`src/rtl/llc_pkg.sv`:
```
package llc_pkg;

  localparam int PHASE_W = 2;
  localparam int NUM_COPIES = 2;

  typedef logic [PHASE_W-1:0] phase_t;

  typedef struct packed {
    logic fast;
    logic half;
    logic qual;
  } clk_lvls_t;

  // Master-rate level: high on even phases.
  function automatic logic fast_level(phase_t p);
    return ~p[0];
  endfunction

  // Half-rate level: high on phases 0 and 1.
  function automatic logic half_level(phase_t p);
    return ~p[1];
  endfunction

  // Qualifier: high on phases 3 and 0, centred on the half-rate rise.
  function automatic logic qual_level(phase_t p);
    return ~(p[1] ^ p[0]);
  endfunction

  // All levels for one phase; parked high when not running.
  function automatic clk_lvls_t levels(logic run, phase_t p);
    clk_lvls_t l;
    if (!run) begin
      l = '{fast: 1'b1, half: 1'b1, qual: 1'b1};
    end else begin
      l.fast = fast_level(p);
      l.half = half_level(p);
      l.qual = qual_level(p);
    end
    return l;
  endfunction

  // Next phase: held at the all-high phase while gated.
  function automatic phase_t next_phase(logic run, phase_t p);
    return run ? phase_t'(p + 1'b1) : '0;
  endfunction

endpackage

```
`src/rtl/llc_trig.sv`:
```
module llc_trig (
  input  logic clk_i,
  input  logic rst_ni,
  input  logic ce_i,
  input  logic brownout_i,
  input  logic src_sel_i,
  input  logic ref1_ok_i,
  input  logic ref2_ok_i,
  output logic restart_o
);

  logic ce_q;
  logic ref_ok;
  logic ce_rise;

  always_ff @(posedge clk_i or negedge rst_ni) begin
    if (!rst_ni) ce_q <= 1'b0;
    else         ce_q <= ce_i;
  end

  assign ref_ok    = src_sel_i ? ref2_ok_i : ref1_ok_i;
  assign ce_rise   = ce_i & ~ce_q;
  assign restart_o = ~ce_i | ce_rise | brownout_i | ~ref_ok;

  AST_CE_LOW_RESTARTS: assert property (@(posedge clk_i) disable iff (!rst_ni)
    !ce_i |-> restart_o);

endmodule

```
`src/rtl/llc_rst_seq.sv`:
```
module llc_rst_seq #(
  parameter int DLY_W = 8
) (
  input  logic             clk_i,
  input  logic             rst_ni,
  input  logic             restart_i,
  input  logic [DLY_W-1:0] wait_len_i,
  output logic             run_q_o,
  output logic             run_d_o
);

  logic [DLY_W-1:0] cnt_q, cnt_d;
  logic             run_q, run_d;
  logic             wait_met;

  function automatic logic delay_met(logic [DLY_W-1:0] cnt, logic [DLY_W-1:0] len);
    return cnt >= len;
  endfunction

  assign wait_met = delay_met(cnt_q, wait_len_i);

  always_comb begin
    if (restart_i) begin
      run_d = 1'b0;
      cnt_d = '0;
    end else if (run_q || wait_met) begin
      run_d = 1'b1;
      cnt_d = cnt_q;
    end else begin
      run_d = 1'b0;
      cnt_d = cnt_q + 1'b1;
    end
  end

  always_ff @(posedge clk_i or negedge rst_ni) begin
    if (!rst_ni) begin
      run_q <= 1'b0;
      cnt_q <= '0;
    end else begin
      run_q <= run_d;
      cnt_q <= cnt_d;
    end
  end

  assign run_q_o = run_q;
  assign run_d_o = run_d;

  AST_RESTART_CLEARS: assert property (@(posedge clk_i) disable iff (!rst_ni)
    restart_i |=> (!run_q && cnt_q == '0));

  AST_RELEASE_AFTER_WAIT: assert property (@(posedge clk_i) disable iff (!rst_ni)
    $rose(run_q) |-> $past(cnt_q) >= $past(wait_len_i));

  AST_RUN_HOLDS: assert property (@(posedge clk_i) disable iff (!rst_ni)
    (run_q && !restart_i) |=> run_q);

endmodule

```
`src/rtl/llc_phase_gen.sv`:
```
module llc_phase_gen
  import llc_pkg::*;
(
  input  logic                  clk_i,
  input  logic                  rst_ni,
  input  logic                  run_q_i,
  input  logic                  run_d_i,
  output logic [NUM_COPIES-1:0] fast_o,
  output logic [NUM_COPIES-1:0] half_o,
  output logic                  qual_o
);

  phase_t    phase_q, phase_d;
  clk_lvls_t lvl_d;

  assign phase_d = next_phase(run_q_i, phase_q);
  assign lvl_d   = levels(run_d_i, phase_d);

  always_ff @(posedge clk_i or negedge rst_ni) begin
    if (!rst_ni) begin
      phase_q <= '0;
      qual_o  <= 1'b1;
    end else begin
      phase_q <= phase_d;
      qual_o  <= lvl_d.qual;
    end
  end

  for (genvar c = 0; c < NUM_COPIES; c++) begin : g_copy
    always_ff @(posedge clk_i or negedge rst_ni) begin
      if (!rst_ni) begin
        fast_o[c] <= 1'b1;
        half_o[c] <= 1'b1;
      end else begin
        fast_o[c] <= lvl_d.fast;
        half_o[c] <= lvl_d.half;
      end
    end

    AST_COPY_MATCH: assert property (@(posedge clk_i) disable iff (!rst_ni)
      (fast_o[c] == fast_o[0]) && (half_o[c] == half_o[0]));
  end

  AST_GATED_HIGH: assert property (@(posedge clk_i) disable iff (!rst_ni)
    !run_q_i |-> (fast_o[0] && half_o[0] && qual_o));

  AST_FAST_TOGGLE: assert property (@(posedge clk_i) disable iff (!rst_ni)
    (run_q_i && $past(run_q_i)) |-> (fast_o[0] != $past(fast_o[0])));

  AST_HALF_ON_FAST_HIGH: assert property (@(posedge clk_i) disable iff (!rst_ni)
    (run_q_i && $past(run_q_i) && half_o[0] != $past(half_o[0])) |-> fast_o[0]);

  AST_QUAL_ON_FAST_LOW: assert property (@(posedge clk_i) disable iff (!rst_ni)
    (run_q_i && $past(run_q_i) && qual_o != $past(qual_o)) |-> !fast_o[0]);

endmodule

```
`src/rtl/llc_clkgen.sv`:
```
module llc_clkgen
  import llc_pkg::*;
#(
  parameter int DLY_W = 8
) (
  input  logic             clk_i,
  input  logic             rst_ni,
  input  logic             ce_i,
  input  logic             brownout_i,
  input  logic             src_sel_i,
  input  logic             ref1_ok_i,
  input  logic             ref2_ok_i,
  input  logic [DLY_W-1:0] wait_len_i,
  output logic             fast_a_o,
  output logic             fast_b_o,
  output logic             half_a_o,
  output logic             half_b_o,
  output logic             qual_o,
  output logic             sys_rst_no
);

  logic                  restart;
  logic                  run_q, run_d;
  logic [NUM_COPIES-1:0] fast, half;

  llc_trig i_trig (
    .clk_i      (clk_i),
    .rst_ni     (rst_ni),
    .ce_i       (ce_i),
    .brownout_i (brownout_i),
    .src_sel_i  (src_sel_i),
    .ref1_ok_i  (ref1_ok_i),
    .ref2_ok_i  (ref2_ok_i),
    .restart_o  (restart)
  );

  llc_rst_seq #(.DLY_W(DLY_W)) i_rst_seq (
    .clk_i      (clk_i),
    .rst_ni     (rst_ni),
    .restart_i  (restart),
    .wait_len_i (wait_len_i),
    .run_q_o    (run_q),
    .run_d_o    (run_d)
  );

  llc_phase_gen i_phase_gen (
    .clk_i   (clk_i),
    .rst_ni  (rst_ni),
    .run_q_i (run_q),
    .run_d_i (run_d),
    .fast_o  (fast),
    .half_o  (half),
    .qual_o  (qual_o)
  );

  assign fast_a_o   = fast[0];
  assign fast_b_o   = fast[1];
  assign half_a_o   = half[0];
  assign half_b_o   = half[1];
  assign sys_rst_no = run_q;

  AST_CE_LOW_HOLDS_RESET: assert property (@(posedge clk_i) disable iff (!rst_ni)
    !ce_i |=> (!sys_rst_no && fast_a_o && half_b_o));

endmodule

```
`config.mk`:
```
export PLATFORM = sky130hd
export DESIGN_NAME = llc_clkgen
export DESIGN_NICKNAME = d
export VERILOG_FILES = /design/src/rtl/llc_pkg.sv /design/src/rtl/llc_trig.sv /design/src/rtl/llc_rst_seq.sv /design/src/rtl/llc_phase_gen.sv /design/src/rtl/llc_clkgen.sv
export SDC_FILE = /design/constraint.sdc
export NUM_CORES = 1
export LEC_CHECK = 0
export BUFFER_PORTS_ARGS = -buffer_cell sky130_fd_sc_hd__buf_2
export CAP_MARGIN = 30
export CORE_MARGIN = 2
export CORE_UTILIZATION = 40
export CTS_BUF_LIST = sky130_fd_sc_hd__clkbuf_8
export DETAILED_ROUTE_END_ITERATION = 12
export SLEW_MARGIN = 10
export SYNTH_ARGS = -nofsm -noshare
export SYNTH_HDL_FRONTEND = slang
export SYNTH_SLANG_ARGS = --single-unit
```
`constraint.sdc`:
```
create_clock -name clk_i -period 2.6 [get_ports clk_i]
set_input_delay 0.26 -clock clk_i [delete_from_list [all_inputs] [get_ports clk_i]]
set_output_delay 0.26 -clock clk_i [all_outputs]
set_load 0.01 [all_outputs]
```
==> metrics.md, run 1 <==
| Metric | Value |
|---|---|
| Status | complete, no violations |
| Hold_sp | ce_i |
| Slew Viols, Final | 0 |
| ANT cells | 0 |
| Vert. Die Dim | 50.7 µm |
| Worst vdd ir | 0.447 mV |
| Fin crit share | 82.4% |
| Final Instance Area | 0.00103 mm² |
| Mean Syn Cell Area | 10.0 µm² |
| Setup crit start kind | register |
| Tot GR Track Use | 13.0% |
| Post-synth top cells | 12 x dfrtp_1, 9 x ha_1, 8 x inv_1 |
| MaxCap Viol Count | 0 |
| Synthesized area | 873 µm² |
| Skew final | 3.02 ps |
| Hold path depth | 1 |
| Post-synth ARST share | 100% |
| Vias in the first global route | 618 |
| Initial antenna violation count | 0 |
| Mapped Nets | 111 |
| Router iterations before antenna repair | 2 |
| Count of mapped cells out of synthesis | 87 |
| DP HPWL | around 1200 µm |
| Die X | 50.7 µm |
| Die area | 0.00257 mm² |
| CP Capture Type | register |
| CTS clk-pin slew, worst paths | 60 ps |
| Yosys warns | 0 |
| Cell Rows | 16 |
| Post-layout util | around half |
| RSZ-0062 raised after global routing | false |
| Initial core utilization | a little over two fifths |
| # setup viols final | 0 |
| Synth area leader | dfrtp_1 |
| FF-to-FF End | i_rst_seq.cnt_q[7] |
| Iter 0 DRT Violations | 6 |
| Placed instance area | 977 µm² |
| Power per Cell Area | 432 mW/mm² |
| Most frequent cell after synthesis | dfrtp_1 |
| GRT overflow | 0 |
| Worst Path Required | between 2000 and 3000 ps |
| Register area share after synthesis | between 40% and 50% |
| Core area | 0.00200 mm² |
| Nets | approximately 130 |
| Min Tclk post-route | around 2100 ps |
| DR vias | 663 |
| Reg2reg setup slack | ~460 ps |
| CTS root buf | clkbuf_8 |
| Largest net degree at the start of global routing | 16 |
| Setup CP Type | register to register |
| Layout cell share with drive strength beyond 1 | 27.8% |
| CTS Buf Count | 3 |
| # hold bufs at CTS | 1 |
| Area delta synth->final | 18.2% |
| CTS tree | done |
| Worst slew pin tran | 758 ps |
| Worst Hold Path EP | i_trig.ce_q |
| Longest Clk Path Bufs | 2 |
| Port bufs | 20 |
| Hold WC Path Type | input port to register |
| FF-to-FF path depth | 6 |
| EDFF count, synth | 0 |
| First-pass GRT wire length | about 2500 µm |
| Worst skew pair latency | ~240 ps |
| Avg WL per Cell | 10.8 µm |
| TNS Setup | 0 ps |
| Drt total wl | 1460 µm |
| Yosys top cell area share | between 30% and 40% |
| Leakage | 0.519 nW |
| Htree depth | 1 |
| Reg-to-Reg Start | i_rst_seq.cnt_q[4] |
| Clk sink count | 15 |
| CP max FO | 14 |
| Final Hold Viols | 0 |
| Post-CTS Setup Bufs | 0 |
| #FFs+latches synth | 15 |
| Area contributors post-synth | dfrtp_1 34%, ha_1 13%, dfstp_2 9.0%, or3_1 5.0%, a21oi_1 3.4% |
| Achievable frequency | 0.467 GHz |
| Worst path arrival time | 2300 ps |
| DRC | 0 |
| Yosys cell types | 31 |
| Ys flop type | dfrtp_1 |
| Antenna-violating nets left | 0 |
| Vias per cell | 4.91 |
| Relative slew slack | 49.2% |
| Post-CTS sizing | 0 |
| RD Place Congestion | 0.761 |
| I/O pins | 21 |
## critical path: stages (launching register included)
cell and delay (ps):
dfrtp_1 430, ha_1 210, or4_1 540, a21oi_2 160, o31ai_2 180, or3_1 380, a21oi_1 150
## state kept, by name, summed over array words and instances, names as in the netlist
| register | count |
|---|---|
| i_phase_gen.fast_o | 1 |
| i_phase_gen.half_o | 1 |
| i_phase_gen.phase_q | 2 |
| i_phase_gen.qual_o | 1 |
| i_rst_seq.cnt_q | 8 |
| i_rst_seq.run_q_o | 1 |
| i_trig.ce_q | 1 |
## cell type report
| cell class | count | area, µm² |
|---|---|---|
| fillers | 194 | 970 |
| multi-input cells | 60 | 434 |
| flip-flops and latches | 15 | 379 |
| repair buffers | 21 | 110 |
| clock buffers | 3 | 41.3 |
| well taps | 27 | 33.8 |
| inverters | 8 | 30.0 |
| clock inverters | 1 | 3.75 |
## stage by stage
step	hold WS [ps]	power, mW	std cells	worst slack (ps)
final	140	0.446	135	457
after global routing	136	0.468	135	269
after CTS	134	0.453	135	443
after detailed placement	174	0.273	130	465
after global placement	175	0.272	130	535
after floorplan	-35.6	0.256	87	567
## worst max path at each step
stage	from	to	slack (ps)	cells after the start
2_1_floorplan	i_rst_seq.cnt_q[4]	i_rst_seq.cnt_q[7]	570	7
5_1_grt	i_rst_seq.cnt_q[4]	i_rst_seq.cnt_q[7]	270	6
4_1_cts	i_rst_seq.cnt_q[4]	i_rst_seq.cnt_q[7]	440	6
3_3_place_gp	i_rst_seq.cnt_q[4]	i_rst_seq.cnt_q[4]	530	6
3_5_place_dp	i_rst_seq.cnt_q[4]	i_rst_seq.cnt_q[7]	460	6
6_report	i_rst_seq.cnt_q[4]	i_rst_seq.cnt_q[7]	460	6
## layout by cell type, fill, tap and decap left out
master          n
buf_2          20
dfrtp_1        12
inv_1           9
ha_1            9
or3_1           7
nand2_1         6
a21oi_1         6
o21ai_0         6
nand3_1         3
clkbuf_8        3
dfstp_2         3
xor2_1          2
and2_1          2
nor2_1          2
nand4_1         2
mux2i_1         1
nor3_1          1
o21a_1          1
nand2b_1        1
or4_1           1
a21oi_2         1
a21o_1          1
a211oi_4        1
o31ai_2         1
and2_2          1
nor2b_1         1
nand3b_1        1
xnor2_1         1
and3_1          1
o311ai_0        1
dlygate4sd3_1   1
## metal layers
layer,up-vias,global-route usage (%),wire length [µm]
met5,-,0,0
met4,0,1.35,0
met3,0,5.65,83
met2,13,21.7,708
met1,306,16.2,670
li1,344,-,-
## power by group
part	total, mW	leakage (nW)	switching, mW	internal, mW
Sequential	0.236	0.197	0.000728	0.235
Clock	0.176	0.0269	0.0721	0.104
Combinational	0.0338	0.296	0.0176	0.0162
## kinds of logic after synthesis
group	count (synthesis)	share of synthesized area (%)
and+or+nand+nor	29	18.3
AOI/OAI and AO/OA	18	14.3
DFF	15	43.4
buffers and inverters	12	6.88
adders and majority gates	9	12.9
xor gates and xnor gates	3	3.01
muxes	1	1.15
Power figures use the tool's default switching activity.
==> run 2: changes to the inputs <==
--- a/config.mk
+++ b/config.mk
@@ -5,6 +5,7 @@
 export SDC_FILE = /design/constraint.sdc
 export NUM_CORES = 1
 export LEC_CHECK = 0
+export ABC_AREA = 1
 export BUFFER_PORTS_ARGS = -buffer_cell sky130_fd_sc_hd__buf_2
 export CAP_MARGIN = 30
 export CORE_MARGIN = 2
==> constraint.sdc (replaced) <==
create_clock -name clk_i -period 2.2 [get_ports clk_i]
set_input_delay 0.22 -clock clk_i [delete_from_list [all_inputs] [get_ports clk_i]]
set_output_delay 0.22 -clock clk_i [all_outputs]
set_load 0.01 [all_outputs]
==> run 2 against run 1 <==
  * Core utilization down 3.4 points
  * Area after synthesis up 14%
  * Routed wire length up 26%
  * Critical endpoint unchanged
  * Largest cell class unchanged
  * Highest routed layer unchanged
==> metrics.md, run 2 <==
| Metric | Value |
|---|---|
| Status | complete, no violations |
| MaxCap Viol Count | 0 |
| Nets | ~170 |
| FF-to-FF path depth | 7 |
| Longest Clk Path Bufs | 2 |
| Delay-heaviest family, CP | simple AND/OR/NAND/NOR gates |
| Initial antenna violation count | 0 |
| Leakage | 0.652 nW |
| Pwr Total | 541 µW |
| Count of mapped cells out of synthesis | 126 |
| I/O pins | 21 |
| WP buf/inv | 0 |
| Vias per cell | about 4.6 |
| CP Capture Type | register |
| Largest net degree at the start of global routing | 18 |
| Worst Hold Margin | about 94 ps |
| Setup crit start kind | register |
| Area contributors post-synth | dfrtp_1 30%, nand2_1 13%, ha_1 11%, dfstp_2 7.9%, inv_1 7.6% |
| Ys flop type | dfrtp_1 |
| Yosys top cell area share | 30.3% |
| Die X | between 50 and 60 µm |
| Htree depth | 1 |
| FF-to-FF End | i_rst_seq.cnt_q[7] |
| Initial core utilization | 41.2% |
| Mean Syn Cell Area | 7.87 µm² |
| Yosys cell types | 19 |
| Hold path depth | 1 |
| Top reg by flops | i_rst_seq.cnt_q |
| # setup viols final | 0 |
| Cell Rows | 18 |
| Post-CTS sizing | 0 |
| Hold_sp | ce_i |
| Post-synth top cells | 34 x nand2_1, 20 x inv_1, 12 x dfrtp_1, 12 x nand3_1, 12 x nor2_1 |
| ANT cells | 0 |
| Largest register FFs | 8 |
| Router iterations before antenna repair | 4 |
| CP max FO | 10 |
| Most frequent cells in the layout | 34 x nand2_1, 20 x inv_1, 20 x buf_2 |
| Die area | approximately 0.0029 mm² |
| GRT overflow | 0 |
| EDFF count, synth | 0 |
| TNS Setup | 0 ps |
| Critical path's largest stage delay | between 400 and 500 ps |
| RSZ-0062 raised after global routing | false |
| Fin crit share | 76.7% |
| DRC | 0 |
| Yosys warns | 0 |
| CTS clk-pin slew, worst paths | 60 ps |
| Layout cell share with drive strength beyond 1 | 21.6% |
| Largest registers | i_rst_seq.cnt_q x8, i_phase_gen.phase_q x2 |
| Post-CTS Setup Bufs | 0 |
| Iter 0 DRT Violations | 3 |
| Tot GR Track Use | 13.7% |
| Port bufs | 20 |
| CTS tree | done |
| CTS Buf Count | 3 |
| Clk sink count | 15 |
| Vert. Die Dim | ~54 µm |
| RD Place Congestion | 0.765 |
| Avg WL per Cell | 10.3 µm |
| Worst Hold Path EP | i_trig.ce_q |
| Slew Viols, Final | 0 |
| Achievable frequency | 0.592 GHz |
| Final Hold Viols | 0 |
| #FFs+latches synth | 15 |
| Reg-to-Reg Start | i_rst_seq.cnt_q[5] |
| Relative slew slack | 60.8% |
| Hold WC Path Type | input port to register |
| Antenna-violating nets left | 0 |
| Synth area leader | dfrtp_1 |
| Power per Cell Area | 467 mW/mm² |
| Worst Path Required | between 2000 and 2500 ps |
| Min Tclk post-route | 1690 ps |
| DR vias | 818 |
| Worst slew pin tran | 586 ps |
| Vias in the first global route | 662 |
| Area delta synth->final | 16.9% |
| Skew final | approximately 3.2 ps |
| CP Cell Sequence | ha_1 > a21oi_1 > nor2_1 > nor2_4 > nand2_2 > nand3_1 > nand2_1 |
| Reg2reg setup slack | 510 ps |
| Most frequent cell after synthesis | nand2_1 |
| Worst path arrival time | between 1500 and 2000 ps |
| Setup CP Type | register to register |
| CTS root buf | clkbuf_8 |
| Commonest non-fill, non-tap cell in the layout | nand2_1 |
| Slowest CP cell | dfrtp_1 |
| Mapped Nets | 150 |
| DP HPWL | 1430 µm |
| First-pass GRT wire length | 2850 µm |
| Drt total wl | ~1800 µm |
| Final Instance Area | 0.00116 mm² |
| Worst vdd ir | 0.443 mV |
| Core area | 0.00241 mm² |
| Crit path depth | 7 |
| Worst skew pair latency | 240 ps |
| Placed instance area | around 0.0011 mm² |
| Register area share after synthesis | 38.2% |
| Post-synth ARST share | 100% |
| Synthesized area | 992 µm² |
==> run 2: changes by cell type after synthesis, sizes merged, moves of 5 or more <==
cell   before  now
nand2       6   36
inv         8   20
nor2        2   13
nand3       3   12
or3         7    0
nand4       2    8
o21ai       6    0
a21oi       7    2
==> run 2: power by group <==
part	leakage (nW)	total (mW)	switching (mW)	internal, mW
sequential	0.197	0.279	0.000862	0.278
clock	0.0255	0.222	0.0968	0.125
combinational	0.429	0.0410	0.0225	0.0185
total	0.652	0.541	0.120	0.421
==> run 2: timing repair <==
item	4_1_cts	5_1_grt
hold endpoints to repair	12	0
hold buffers	1	0
setup endpoints to repair	0	0
==> run 2: cell type report <==
cell class / count / area [µm²]
fill: 238 / 1250
multi-input combinational: 88 / 512
sequential: 15 / 379
timing repair buffer: 21 / 110
inverter: 20 / 75.1
clock buffer: 3 / 41.3
tap: 30 / 37.5
clock inverter: 1 / 5.00
==> run 2: kinds of logic (layout without fill, tap and decap cells) <==
logic type / count (synthesis) / in the layout / synth area share, %
AOI/OAI and AO/OA: 4 / 4 / 3.66
xor gates and xnor gates: 4 / 4 / 3.53
adders and majority gates: 9 / 9 / 11.3
buffers and inverters: 23 / 45 / 10.2
DFF: 15 / 15 / 38.2
and+or+nand+nor: 71 / 71 / 33.0
==> run 2: how the worst max path moves through the flow <==
stage,startpoint,slack [ps],endpoint
5_1_grt,i_rst_seq.cnt_q[0],390,i_rst_seq.cnt_q[7]
3_3_place_gp,i_rst_seq.cnt_q[5],570,i_rst_seq.cnt_q[3]
3_5_place_dp,i_rst_seq.cnt_q[5],540,i_rst_seq.cnt_q[0]
2_1_floorplan,i_rst_seq.cnt_q[5],740,i_rst_seq.cnt_q[3]
6_report,i_rst_seq.cnt_q[5],510,i_rst_seq.cnt_q[7]
4_1_cts,i_rst_seq.cnt_q[5],520,i_rst_seq.cnt_q[7]
==> run 2: stage by stage <==
step	utilization [%]	setup slack (ps)	cells
3_5_place_dp	45.8	543	173
6_report	48.1	512	178
4_1_cts	48.1	521	178
2_1_floorplan	-	741	126
3_3_place_gp	45.8	572	173
5_1_grt	48.1	392	178
==> run 2: routing by layer <==
layer  track usage, %  share of wire (%)
met1             19.8                 52
met5                0                  0
met2             20.9                 45
met4             3.85                  0
met3             2.50                2.8
==> run 3: changes to the inputs <==
==> constraint.sdc (replaced) <==
create_clock -name clk_i -period 1.6 [get_ports clk_i]
set_input_delay 0.16 -clock clk_i [delete_from_list [all_inputs] [get_ports clk_i]]
set_output_delay 0.16 -clock clk_i [all_outputs]
set_load 0.01 [all_outputs]
==> run 3 against run 2 <==
  * Worst setup slack lost 390 ps
  * Sequential power grew 37%
  * Flip-flop and latch count is the same
  * Via count grew 13%
  * Critical path depth grew 5
  * Register-to-register slack lost 390 ps
  * Sequential share of layout area shrank 3.9 points
  * Die area is the same
  * Clock skew shrank 0.74 ps
  * Clock power grew 42%
  * Highest routed layer is now met4
==> metrics.md, run 3 (synthesis results as in run 2) <==
| Metric | Value |
|---|---|
| # setup viols final | 0 |
| MaxCap Viol Count | 0 |
| Top reg by flops | i_rst_seq.cnt_q |
| TNS Setup | 0 ps |
| Tot GR Track Use | 17.8% |
| First-pass GRT wire length | 3640 µm |
| CTS tree | done |
| DP HPWL | about 1700 µm |
| Final Instance Area | 0.00132 mm² |
| Setup crit start kind | register |
| Fillcell total | 245 |
| Worst slew pin tran | 349 ps |
| Avg WL per Cell | 11.5 µm |
| Power per Cell Area | 581 mW/mm² |
| Status | complete, no violations |
| Worst Hold Margin | ~29 ps |
| CP max FO | 8 |
| Hold WC Path Type | input port to register |
| Largest net degree at the start of global routing | 17 |
| Min Tclk post-route | 1470 ps |
| Drt total wl | 2200 µm |
| Nets | 187 |
| CTS root buf | clkbuf_8 |
| CTS Buf Count | 3 |
| Setup slack at placement | 47.8 ps |
| Initial core utilization | ~40% |
| Cell Rows | 18 |
| Vias in the first global route | 857 |
| Die area | 0.00289 mm² |
| Core area | 0.00241 mm² |
| Fin crit share | around 92% |
| Worst path arrival time | 1620 ps |
| Final Hold Viols | 0 |
| I/O pins | 21 |
| Iter 0 DRT Violations | 9 |
| Antenna-violating nets left | 0 |
| Largest register FFs | 8 |
| Leakage | 0.745 nW |
| Placed instance area | 0.00119 mm² |
| Worst skew pair latency | approximately 250 ps |
| ANT cells | 0 |
| Port bufs | 20 |
| CP Capture Type | register |
| Worst Path Required | about 1800 ps |
| DR vias | 921 |
| Clk sink count | 15 |
| Area delta synth->final | 32.7% |
| Longest Clk Path Bufs | 2 |
| Hold_sp | ce_i |
| Reg-to-Reg Start | i_rst_seq.cnt_q[0] |
| Layout cell share with drive strength beyond 1 | 31.5% |
| GRT overflow | 0 |
| Achievable frequency | 0.678 GHz |
| Slew Viols, Final | 0 |
| Skew final | 2.51 ps |
| CP Launch Point | i_rst_seq.cnt_q[0] |
| Setup CP Type | register to register |
| Die X | between 50 and 60 µm |
| Htree depth | 1 |
| Commonest non-fill, non-tap cell in the layout | nand2_1 |
| RD Place Congestion | 0.830 |
| Router iterations before antenna repair | 4 |
| Relative slew slack | 76.8% |
| Final WS setup | 126 ps |
| Worst vdd ir | 0.399 mV |
| DRC | 0 |
| Most frequent cells in the layout | 34 x nand2_1, 20 x buf_2, 19 x inv_1 |
| Initial antenna violation count | 0 |
| Largest registers | i_rst_seq.cnt_q x8, i_phase_gen.phase_q x2 |
| Pwr Total | 764 µW |
| Vias per cell | 4.80 |
| Reg2reg setup slack | 130 ps |
| CTS clk-pin slew, worst paths | around 60 ps |
| Vert. Die Dim | between 50 and 60 µm |
[run 3: changes by cell type in the layout (fill, tap and decap cells not counted), moves of 2 or more]
cell     change
nor2_2       +2
nand2_4      +2
nor2_1       -2
buf_6        +2
nand2_2      -2
buf_4       +11
[run 3: per-layer routing]
layer | up-vias | part of all wire (%) | track usage, %
met4 | 0 | 3.4 | 10.7
met1 | 414 | 44 | 22.9
li1 | 477 | - | -
met3 | 7 | 3.9 | 3.33
met5 | - | 0 | 0
met2 | 23 | 49 | 27.6
[run 3: worst paths after layout]
path                       cells past startpoint                endpoint
max reg2reg                                   12      i_rst_seq.cnt_q[2]
max in group asynchronous                      2   i_phase_gen.fast_o[1]
min reg2reg                                    1  i_phase_gen.phase_q[0]
max                                           12      i_rst_seq.cnt_q[2]
min                                            1             i_trig.ce_q
min in group asynchronous                      2      i_rst_seq.cnt_q[4]
[run 3: power by group]
part           internal (mW)  total [mW]  leakage, nW  switching, mW
Combinational         0.0297      0.0656        0.523         0.0360
Sequential             0.382       0.383        0.197       0.000988
Clock                  0.173       0.316       0.0255          0.143
[run 3: final cells by class]
cell class | count | area (µm²) | area share (%)
well taps | 30 | 37.5 | 2.85
flip-flops and latches | 15 | 379 | 28.8
clock inverters | 1 | 5.00 | 0.380
inverters | 20 | 75.1 | 5.70
repair buffers | 35 | 235 | 17.9
clock buffers | 3 | 41.3 | 3.14
multi-input cells | 88 | 543 | 41.3
[run 3: what timing repair did]
item,in CTS,in global routing
hold buffers,1,0
resized for setup,0,9
endpoints found under the hold margin,12,0
buffers inserted,0,4
endpoints found under the setup margin,0,11
[run 3: worst max-delay path, stage by stage, from the launching register on]
cell,delay [ps]
dfrtp_1,360
inv_2,40
ha_1,260
inv_1,50
nand2_1,40
nand2_1,50
nand2_1,40
nand2_1,50
nand2_1,80
nand2_4,140
nand2_4,100
nand3_1,90
nand2_1,50
[run 3: stage by stage]
| step | instances | util, % |
|---|---|---|
| 2_1_floorplan | 126 | - |
| 3_3_place_gp | 183 | 49.4 |
| 3_5_place_dp | 183 | 49.4 |
| 4_1_cts | 188 | 51.8 |
| 5_1_grt | 192 | 54.6 |
| 6_report | 192 | 54.6 |
